--- config.mk ---
export PLATFORM = sky130hd
export DESIGN_NAME = rx_dbuf_top
export DESIGN_NICKNAME = d
export VERILOG_FILES = /design/src/rtl/rx_dbuf_pkg.sv /design/src/rtl/rx_dbuf_assembler.sv /design/src/rtl/rx_dbuf_holdpath.sv /design/src/rtl/rx_dbuf_top.sv
export SDC_FILE = /design/constraint.sdc
export NUM_CORES = 1
export LEC_CHECK = 0
export CORE_MARGIN = 10
export CORE_UTILIZATION = 55
export CTS_CLUSTER_SIZE = 28
export DETAILED_ROUTE_END_ITERATION = 6
export DONT_BUFFER_PORTS = 1
export HOLD_SLACK_MARGIN = 0.15
export PLACE_DENSITY = 0.73
export SLEW_MARGIN = 20
export SYNTH_ARGS = -nofsm -noshare
export SYNTH_HDL_FRONTEND = slang
export SYNTH_SLANG_ARGS = --single-unit
--- constraint.sdc ---
create_clock -name clk -period 1.41 [get_ports clk]
set_input_delay 0.282 -clock clk [delete_from_list [all_inputs] [get_ports clk]]
set_output_delay 0.282 -clock clk [all_outputs]
set_load 0.1 [all_outputs]
--- src/rtl/rx_dbuf_pkg.sv ---
package rx_dbuf_pkg;
  typedef enum logic [2:0] {
    ACT_NONE,
    ACT_DIRECT,
    ACT_PARK,
    ACT_REFILL,
    ACT_DROP,
    ACT_EMPTY
  } hold_act_e;

  // Chooses what the two-stage buffer does this cycle.
  function automatic hold_act_e pick_act(input logic done, input logic rd,
                                         input logic park_full, input logic hold_full);
    if (rd && park_full)                return ACT_REFILL;
    else if (done && (!hold_full || rd)) return ACT_DIRECT;
    else if (done && !park_full)         return ACT_PARK;
    else if (done)                       return ACT_DROP;
    else if (rd)                         return ACT_EMPTY;
    else                                 return ACT_NONE;
  endfunction
endpackage

--- src/rtl/rx_dbuf_assembler.sv ---
module rx_dbuf_assembler #(
  parameter int BYTE_W = 8
) (
  input  logic              clk,
  input  logic              rst_n,
  input  logic              sof_i,
  input  logic              bit_vld_i,
  input  logic              bit_val_i,
  input  logic              eod_i,
  output logic              done_o,
  output logic [BYTE_W-1:0] byte_o,
  output logic              ferr_evt_o
);
  localparam int CNT_W = $clog2(BYTE_W + 1);

  function automatic logic [BYTE_W-1:0] shift_msb(input logic [BYTE_W-1:0] cur, input logic b);
    return {cur[BYTE_W-2:0], b};
  endfunction

  logic [CNT_W-1:0]  cnt_q;
  logic [BYTE_W-1:0] shift_q;
  logic              active_q;
  logic              bit_take;

  assign bit_take   = active_q && bit_vld_i && !sof_i && !eod_i;
  assign done_o     = bit_take && (cnt_q == CNT_W'(BYTE_W - 1));
  assign byte_o     = shift_msb(shift_q, bit_val_i);
  assign ferr_evt_o = eod_i && !sof_i && active_q && (cnt_q != '0);

  always_ff @(posedge clk) begin
    if (!rst_n) begin
      cnt_q    <= '0;
      shift_q  <= '0;
      active_q <= 1'b0;
    end else if (sof_i) begin
      cnt_q    <= '0;
      shift_q  <= '0;
      active_q <= 1'b1;
    end else if (eod_i) begin
      cnt_q    <= '0;
      shift_q  <= '0;
      active_q <= 1'b0;
    end else if (bit_take) begin
      shift_q <= byte_o;
      cnt_q   <= done_o ? '0 : cnt_q + 1'b1;
    end
  end

  // outside a frame a strobe leaves the shifter alone
  p_idle_ignored_r2: assert property (@(posedge clk) disable iff (!rst_n)
    (!active_q && bit_vld_i && !sof_i) |=> $stable(shift_q) && (cnt_q == '0));
  // the count never passes one byte
  p_cnt_range_r3: assert property (@(posedge clk) disable iff (!rst_n)
    cnt_q < CNT_W'(BYTE_W));
  // a restart always clears the count
  p_sof_clears_r11: assert property (@(posedge clk) disable iff (!rst_n)
    sof_i |=> (cnt_q == '0) && active_q);
endmodule

--- src/rtl/rx_dbuf_holdpath.sv ---
module rx_dbuf_holdpath
  import rx_dbuf_pkg::*;
#(
  parameter int BYTE_W = 8
) (
  input  logic              clk,
  input  logic              rst_n,
  input  logic              flush_i,
  input  logic              done_i,
  input  logic [BYTE_W-1:0] byte_i,
  input  logic              rd_i,
  input  logic              wr_i,
  input  logic [BYTE_W-1:0] wdata_i,
  input  logic              irq_en_i,
  output logic [BYTE_W-1:0] hold_o,
  output logic              hold_full_o,
  output logic              park_full_o,
  output logic              irq_o,
  output logic              drop_o
);
  logic [BYTE_W-1:0] hold_q, park_q;
  logic              hold_full_q, park_full_q, irq_q;
  logic              park_eff, move;
  hold_act_e         act;

  assign park_eff    = park_full_q && !flush_i;
  assign act         = pick_act(done_i, rd_i, park_eff, hold_full_q);
  assign move        = (act == ACT_DIRECT) || (act == ACT_REFILL);
  assign drop_o      = (act == ACT_DROP);
  assign hold_o      = hold_q;
  assign hold_full_o = hold_full_q;
  assign park_full_o = park_full_q;
  assign irq_o       = irq_q;

  always_ff @(posedge clk) begin
    if (!rst_n) begin
      hold_q      <= '0;
      park_q      <= '0;
      hold_full_q <= 1'b0;
      park_full_q <= 1'b0;
      irq_q       <= 1'b0;
    end else begin
      case (act)
        ACT_DIRECT: hold_q <= byte_i;
        ACT_REFILL: hold_q <= park_q;
        default:    if (wr_i) hold_q <= wdata_i;
      endcase
      if (move)                   hold_full_q <= 1'b1;
      else if (act == ACT_EMPTY)  hold_full_q <= 1'b0;
      if (act == ACT_REFILL)      park_full_q <= done_i;
      else if (act == ACT_PARK)   park_full_q <= 1'b1;
      else if (flush_i)           park_full_q <= 1'b0;
      if ((act == ACT_PARK) || ((act == ACT_REFILL) && done_i)) park_q <= byte_i;
      if (move && irq_en_i)       irq_q <= 1'b1;
      else if (rd_i)              irq_q <= 1'b0;
    end
  end

  // a parked byte always has a full holding register ahead of it
  p_park_order_r6: assert property (@(posedge clk) disable iff (!rst_n)
    park_full_q |-> hold_full_q);
  // a read with a byte parked leaves the holding register full
  p_refill_keeps_full_r6: assert property (@(posedge clk) disable iff (!rst_n)
    (rd_i && park_full_q && !flush_i) |=> hold_full_q);
  // the interrupt flag only rises from an enabled move
  p_irq_gated_r5: assert property (@(posedge clk) disable iff (!rst_n)
    $rose(irq_q) |-> $past(irq_en_i));
  // a dropped byte leaves both stages as they were
  p_drop_keeps_r7: assert property (@(posedge clk) disable iff (!rst_n)
    (drop_o && !wr_i) |=> $stable(hold_q) && $stable(park_q) && park_full_q);
  // read and completion together keep a byte parked, no drop
  p_same_cycle_r8: assert property (@(posedge clk) disable iff (!rst_n)
    (done_i && rd_i && park_full_q && !flush_i) |-> !drop_o ##1 park_full_q);
  // a write never changes the full state
  p_write_state_r10: assert property (@(posedge clk) disable iff (!rst_n)
    (wr_i && !done_i && !rd_i && !flush_i) |=> $stable(hold_full_q) && $stable(park_full_q));
endmodule

--- src/rtl/rx_dbuf_top.sv ---
module rx_dbuf_top #(
  parameter int BYTE_W = 8
) (
  input  logic              clk,
  input  logic              rst_n,
  input  logic              sof_i,
  input  logic              bit_vld_i,
  input  logic              bit_val_i,
  input  logic              eod_i,
  input  logic              cpu_rd_i,
  input  logic              cpu_wr_i,
  input  logic [BYTE_W-1:0] cpu_wdata_i,
  input  logic              stat_rd_i,
  input  logic              irq_en_i,
  output logic [BYTE_W-1:0] cpu_rdata_o,
  output logic              hold_full_o,
  output logic              irq_o,
  output logic              ovr_o,
  output logic              ferr_o
);
  logic              byte_done, ferr_evt, drop_evt, park_full;
  logic [BYTE_W-1:0] asm_byte;
  logic              ovr_q, ferr_q;

  rx_dbuf_assembler #(.BYTE_W(BYTE_W)) u_asm (
    .clk(clk), .rst_n(rst_n), .sof_i(sof_i), .bit_vld_i(bit_vld_i),
    .bit_val_i(bit_val_i), .eod_i(eod_i), .done_o(byte_done),
    .byte_o(asm_byte), .ferr_evt_o(ferr_evt)
  );

  rx_dbuf_holdpath #(.BYTE_W(BYTE_W)) u_hold (
    .clk(clk), .rst_n(rst_n), .flush_i(sof_i), .done_i(byte_done),
    .byte_i(asm_byte), .rd_i(cpu_rd_i), .wr_i(cpu_wr_i), .wdata_i(cpu_wdata_i),
    .irq_en_i(irq_en_i), .hold_o(cpu_rdata_o), .hold_full_o(hold_full_o),
    .park_full_o(park_full), .irq_o(irq_o), .drop_o(drop_evt)
  );

  always_ff @(posedge clk) begin
    if (!rst_n) begin
      ovr_q  <= 1'b0;
      ferr_q <= 1'b0;
    end else begin
      if (drop_evt)       ovr_q <= 1'b1;
      else if (stat_rd_i) ovr_q <= 1'b0;
      if (ferr_evt)       ferr_q <= 1'b1;
      else if (stat_rd_i) ferr_q <= 1'b0;
    end
  end

  assign ovr_o  = ovr_q;
  assign ferr_o = ferr_q;

  // a drop always leaves overrun set
  p_ovr_sticky_r7: assert property (@(posedge clk) disable iff (!rst_n)
    drop_evt |=> ovr_o);
  // a short frame always leaves framing error set
  p_ferr_set_r9: assert property (@(posedge clk) disable iff (!rst_n)
    ferr_evt |=> ferr_o);
  // a restart leaves nothing parked
  p_sof_unparks_r11: assert property (@(posedge clk) disable iff (!rst_n)
    sof_i |=> !park_full);
endmodule

=== Yosys cells after proc, flatten, opt, wreduce, memory -nomap -nowiden ===
Cells that the tools add are included.

* Add/sub/neg operators: 1
* Eq/ne operators: 6
* Mux-type cells: 20
* Bitwise operators: 1
* Reductions and logical operators: 29

{| class="wikitable"
|+ Operators by type and width
! kind !! count
|-
| $pmux W8 S2 || 1
|-
| $mux W3 || 5
|-
| $logic_and A1 B1 Y1 || 13
|-
| $mux W1 || 12
|-
| $reduce_bool A2 Y1 || 5
|-
| $mux W8 || 1
|-
| $eq A3 B2 Y1 const B || 2
|-
| $eq A3 B3 Y1 const B || 2
|-
| $reduce_bool A3 Y1 || 2
|-
| $add A4 B1 Y4 const B || 1
|-
| $eq A4 B3 Y1 const B || 1
|-
| $logic_not A1 Y1 || 4
|-
| $mux W4 || 1
|-
| $reduce_bool A4 Y1 || 1
|-
| $eq A3 B1 Y1 const B || 1
|-
| $logic_or A1 B1 Y1 || 3
|-
| $reduce_or A3 Y1 || 1
|-
| $not A1 Y1 || 1
|}

* Register bits: 33
* Input bits: 18
* Output and inout port bits: 12
* Word-level logic and storage cells: 67

=== Depth between registers and ports, before layout ===
* Depth in word-level cells: 12
* Gate-level depth with buffers: 6
* Depth with buffers taken out: 5

=== By module ===
From an unflattened synthesis, not the netlist that was laid out.

* Cells, all modules: 226
* Area total of the unflattened synthesis: 2003.2 um2

{| class="wikitable"
|+ Modules (own cells, without submodules)
! module !! instances !! cells an instance !! area each (um2) !! seq. area each (um2)
|-
| rx_dbuf_holdpath || 1 || 155 || 1398.8 || 380.4
|-
| rx_dbuf_assembler || 1 || 65 || 536.8 || 240.2
|-
| rx_dbuf_top || 1 || 6 || 67.6 || 40.0
|}

=== Least setup slack after synthesis ===
Ideal clock, no wire load.

* Kind: flip-flop to flip-flop
* Start: register u_hold.hold_full_q (netlist: u_hold.hold_full_o)
* End: register u_hold.hold_q[0] (netlist: u_hold.hold_o[0])
* Setup time: 0.122 ns
* Data arrival time: 1.850 ns
* Required time: 1.288 ns
* Slack: -0.562 ns
* Cell stages (with the launch flop): 5
* Buffers on the path: 0
* Period minus slack after synthesis: 1.972 ns
* Path through: dfxtp_1 > nand2b_1 > a311o_1 > o21ai_0 > a21oi_1

* Longest elaborated chain between the ends: 7
* Elaborated cells on any way between the ends: 9
* Those cells by class: 2 x eq/ne; 3 x mux; 4 x reduce/logical

{| class="wikitable"
|+ Ends and longest elaborated chain
! item !! line !! source
|-
| start: declaration || rx_dbuf_holdpath.sv:22 || <nowiki>logic hold_full_q, park_full_q, irq_q;</nowiki>
|-
| start signal: assignment || rx_dbuf_holdpath.sv:39 || <nowiki>hold_full_q <= 1'b0;</nowiki>
|-
| start signal: assignment || rx_dbuf_holdpath.sv:48 || <nowiki>if (move) hold_full_q <= 1'b1;</nowiki>
|-
| start signal: assignment || rx_dbuf_holdpath.sv:49 || <nowiki>else if (act == ACT_EMPTY) hold_full_q <= 1'b0;</nowiki>
|-
| $logic_not A1 Y1 (*) || rx_dbuf_pkg.sv:15 || <nowiki>else if (done && (!hold_full || rd)) return ACT_DIRECT;</nowiki>
|-
| $logic_or A1 B1 Y1 (*) || rx_dbuf_pkg.sv:15 ||
|-
| $logic_and A1 B1 Y1 (*) || rx_dbuf_pkg.sv:15 ||
|-
| $mux W3 (*) || rx_dbuf_pkg.sv:15 ||
|-
| $mux W3 (*) || rx_dbuf_pkg.sv:14 || <nowiki>if (rd && park_full) return ACT_REFILL;</nowiki>
|-
| $eq A3 B2 Y1 / $eq A3 B1 Y1 (equally long branches) || rx_dbuf_holdpath.sv:43 || <nowiki>case (act)</nowiki>
|-
| $pmux W8 S2 / $reduce_bool A3 Y1 (equally long branches) || -- ||
|-
| end signal: assignment || rx_dbuf_holdpath.sv:44 || <nowiki>ACT_DIRECT: hold_q <= byte_i;</nowiki>
|-
| end signal: assignment || rx_dbuf_holdpath.sv:45 || <nowiki>ACT_REFILL: hold_q <= park_q;</nowiki>
|-
| end signal: assignment || rx_dbuf_holdpath.sv:46 || <nowiki>default: if (wr_i) hold_q <= wdata_i;</nowiki>
|-
| end: declaration || rx_dbuf_holdpath.sv:21 || <nowiki>logic [BYTE_W-1:0] hold_q, park_q;</nowiki>
|}

Mark *: on every way between the ends. The rest lies on a longest branch, timed or not.
A chain may end at the register's enable or synchronous reset.

=== Worst setup path in the final report ===
* Start: register u_asm.cnt_q[0]
* End: register u_hold.hold_q[5] (netlist: u_hold.hold_o[5])

* Longest elaborated chain between the ends: 8
* Elaborated cells on any way between the ends: 12
* Those cells by class: 3 x eq/ne; 5 x mux; 4 x reduce/logical

{| class="wikitable"
|+ Ends and longest elaborated chain
! item !! line !! source
|-
| start: declaration || rx_dbuf_assembler.sv:20 || <nowiki>logic [CNT_W-1:0] cnt_q;</nowiki>
|-
| start signal: assignment || rx_dbuf_assembler.sv:45 || <nowiki>cnt_q <= done_o ? '0 : cnt_q + 1'b1;</nowiki>
|-
| $eq A4 B3 Y1 (*) || rx_dbuf_assembler.sv:26 || <nowiki>assign done_o = bit_take && (cnt_q == CNT_W'(BYTE_W - 1));</nowiki>
|-
| $logic_and A1 B1 Y1 (*) || rx_dbuf_assembler.sv:26 ||
|-
| $mux W3 / $logic_and A1 B1 Y1 (equally long branches) || rx_dbuf_pkg.sv:17, rx_dbuf_pkg.sv:16 ||
|-
| $mux W3 || rx_dbuf_pkg.sv:16 || <nowiki>else if (done && !park_full) return ACT_PARK;</nowiki>
|-
| $mux W3 (*) || rx_dbuf_pkg.sv:15 ||
|-
| $mux W3 (*) || rx_dbuf_pkg.sv:14 ||
|-
| $eq A3 B2 Y1 / $eq A3 B1 Y1 (equally long branches) || rx_dbuf_holdpath.sv:43 ||
|-
| $pmux W8 S2 / $reduce_bool A3 Y1 (equally long branches) || -- ||
|}

Marked as above.

==> impl_metrics.ini <==
[sta]
fin_skew_ps = 8.53
setup_ws_ps = -58.4
worst_pin_slew_ps = 468
relSlewSlack_pct = 68.8
rsz0062_at_grt = yes
period_minus_slack_ps = 1470
slew_violations = 0
whs_ps = 53.7
fin_crit_sh_pct = 104
finalHoldViolations = 0
finalSetupTns_ps = -395
setup_viol = 10
fmax_mhz = 681

[synth]
syn_inst = 168
synth_area_per_cell_sq_um = 8.71
syn_nets = 188
synth-warning-count = 0
seq_area_frac_synth_pct = 45.1
synth_flop_cell = dfxtp_1
async_reset_ff_share_pct = 0
ys_seq_elements = 33
synth_edf_count = 0
netlist_area_sq_mm = 0.00146
ys_types = 35

[setup_path]
required_ps = 1650
cp_slowest_stage_delay_ps = 440
r2r_setup_slack_ps = -60
cp-endpoint = u_hold.hold_o[5]
rr_worst_depth = 5
arrival_ps = 1700
end_kind = flop
startpoint = u_asm.cnt_q[0]
path_max_fanout = 8
cp_slowest_cell = a311o_2
timing.rr.end = u_hold.hold_o[5]
worst-setup-path-type = flop to flop
cp-start-kind = flop
r2r_start = u_asm.cnt_q[0]
cp_cell_sequence = ha_4 > and3b_2 > a311o_2 > o21ai_1 > a21oi_1

[clock_tree]
clk_pin_slew_worst_paths_ps = 100
root_buffer = clkbuf_4
cts_buffer_depth = 2
cts_hold_buf = 4
clock-sinks = 33
htreeDepth = 2
clk_latency_ps = 340
cts_made_buffers = 5
cts_tree = done

[floorplan]
placementRows = 18
initial_utilization_pct = 58.6
die_area_sq_mm = 0.00513
fp.dieH_microns = 71.6
core_area_sq_mm = 0.00250
io-pin-count = 30
die_width_microns = 71.6

[route]
drt_iter0_drc = 89
routed_via_density = 5.96
ant_nets = 0
drc_errors = 0
dr.pass1.iters = 4
num_vias = 1371
drt-total-wl_mm = 3.75
wl_per_cell_microns = 16.3

[job]
maxCapViolCount = 0

[placed_design]
gp_congestion = 0.819
portBuffers = 0
placedCellCount = 214
dpl.hpwl_mm = 2.54

[power_and_ir_drop]
p_comb_share_pct = 12.4
irDropWorstVdd_v = 0.000917
leakage_nw = 0.641
netSwitchingPower_mw = 0.477
p_sw_share_pct = 28.7
power_frac_clock_pct = 30.1
pwr_density_cell_mw_per_mm2 = 887
p_int_mw = 1.18
power_frac_seq_pct = 57.5

[final_layout]
finalNetCount = 220
antenna_cells = 0
area_growth_pct = 27.9
fin_util_pct = 74.9
mostFrequentLayoutCell = dfxtp_1
final_cells = 230
drive_gt1_share_pct = 28.0
final_cell_mix = dfxtp_1, nand2_1, buf_4

[global_route]
grt_pass1_vias = 1270
overflow = 0
antenna_found_initial = 0
grt_pass1_wl_mm = 5.96
grt_start_max_net_pins = 25
grt_usage_pct = 14.2

[outcome]
violations = setup timing
outcome = finished with violations

[min_path]
hold_depth = 1
min_path_type = input pin to flop
synthesized netlist by cell type (2+ instances only):
master	number	area (sq um)
a21oi_1	18	90.1
nand2b_1	2	12.5
nand3_1	9	45.0
nand2_1	23	86.3
o21a_1	2	15.0
ha_1	2	25.0
o21ai_0	25	125
a22oi_1	8	60.1
nor2_1	3	11.3
buf_2	3	15.0
inv_1	4	15.0
and3b_1	2	17.5
and2_1	2	12.5
clkbuf_1	3	11.3
nand3b_1	2	15.0
a21boi_0	6	45.0
nor2b_1	3	18.8
dfxtp_1	33	661
a21boi_1	2	15.0
worst max-delay path: cells and delay by family, from the launching register on:
family	cells	cell delay [ps]
AO/OA/AOI/OAI	3	660
adder cells (fa/ha/maj)	1	150
flip-flops	1	360
AND/OR/NAND/NOR	1	200
metrics by stage:
step / worst slack [ps] / total power, mW / instance area, sq um
floorplan: -21.4 / 1.14 / 1490
global placement: -34.5 / 1.17 / 1680
detailed placement: -81.5 / 1.17 / 1680
CTS: -45.9 / 1.66 / 1810
global route: -123 / 1.71 / 1870
finish: -58.4 / 1.66 / 1870
how the worst min path moves through the flow:
stage | startpoint | endpoint | slack, ps
6_report | rst_n | u_hold.hold_full_o | 50
5_1_grt | rst_n | u_hold.hold_full_o | 20
4_1_cts | rst_n | u_hold.hold_full_o | 40
3_5_place_dp | rst_n | u_hold.hold_full_o | 410
3_3_place_gp | rst_n | ferr_o | 400
2_1_floorplan | sof_i | u_asm.active_q | 410
cell type report:
class | instances | area (sq um)
Timing Repair Buffer | 31 | 274
Sequential cell | 33 | 669
Tap cell | 30 | 37.5
Fill cell | 168 | 627
Clock buffer | 6 | 41.3
Multi-Input combinational cell | 125 | 831
Clock inverter | 1 | 5.00
Inverter | 4 | 15.0
state kept, by name, summed over array words and instances (netlist names):
name                flops
ferr_o                  1
ovr_o                   1
u_asm.active_q          1
u_asm.cnt_q             4
u_asm.shift_q           7
u_hold.hold_full_o      1
u_hold.hold_o           8
u_hold.irq_o            1
u_hold.park_full_o      1
u_hold.park_q           8
cells by family (layout without fill, tap and decap cells):
family	Yosys count	in the layout	synth area share, %
xor+xnor	1	1	0.598
compound gates	69	69	29.3
buf+inv	11	42	3.59
fa+ha+maj	2	2	1.71
flops	33	33	45.1
simple gates	52	53	19.7
power by group through the flow:
stage          clock (mW)  sequential (mW)  combinational (mW)
2_1_floorplan           0             1.09              0.0472
3_3_place_gp            0            0.977               0.188
3_5_place_dp            0            0.978               0.190
4_1_cts             0.505            0.955               0.205
5_1_grt             0.539            0.957               0.215
6_report            0.499            0.955               0.206
metal layers:
| layer | up-vias | wire length, microns | GRT usage, % | share of wire (%) |
|---|---|---|---|---|
| met1 | 637 | 1580 | 15.8 | 42 |
| li1 | 673 | - | - | - |
| met4 | 0 | 44 | 4.73 | 1.2 |
| met2 | 55 | 1760 | 23.1 | 47 |
| met3 | 6 | 363 | 6.61 | 9.7 |
| met5 | - | 0 | 0 | 0 |
repair_timing:
action | 4_1_cts | 5_1_grt
resized for setup | 19 | 24
pin swaps | 10 | 16
cloned | 1 | 1
endpoints found under the hold margin | 23 | 21
endpoints found under the setup margin | 16 | 20
setup buffers | 3 | 0
Note: power is estimated with default switching activity, not from simulation.
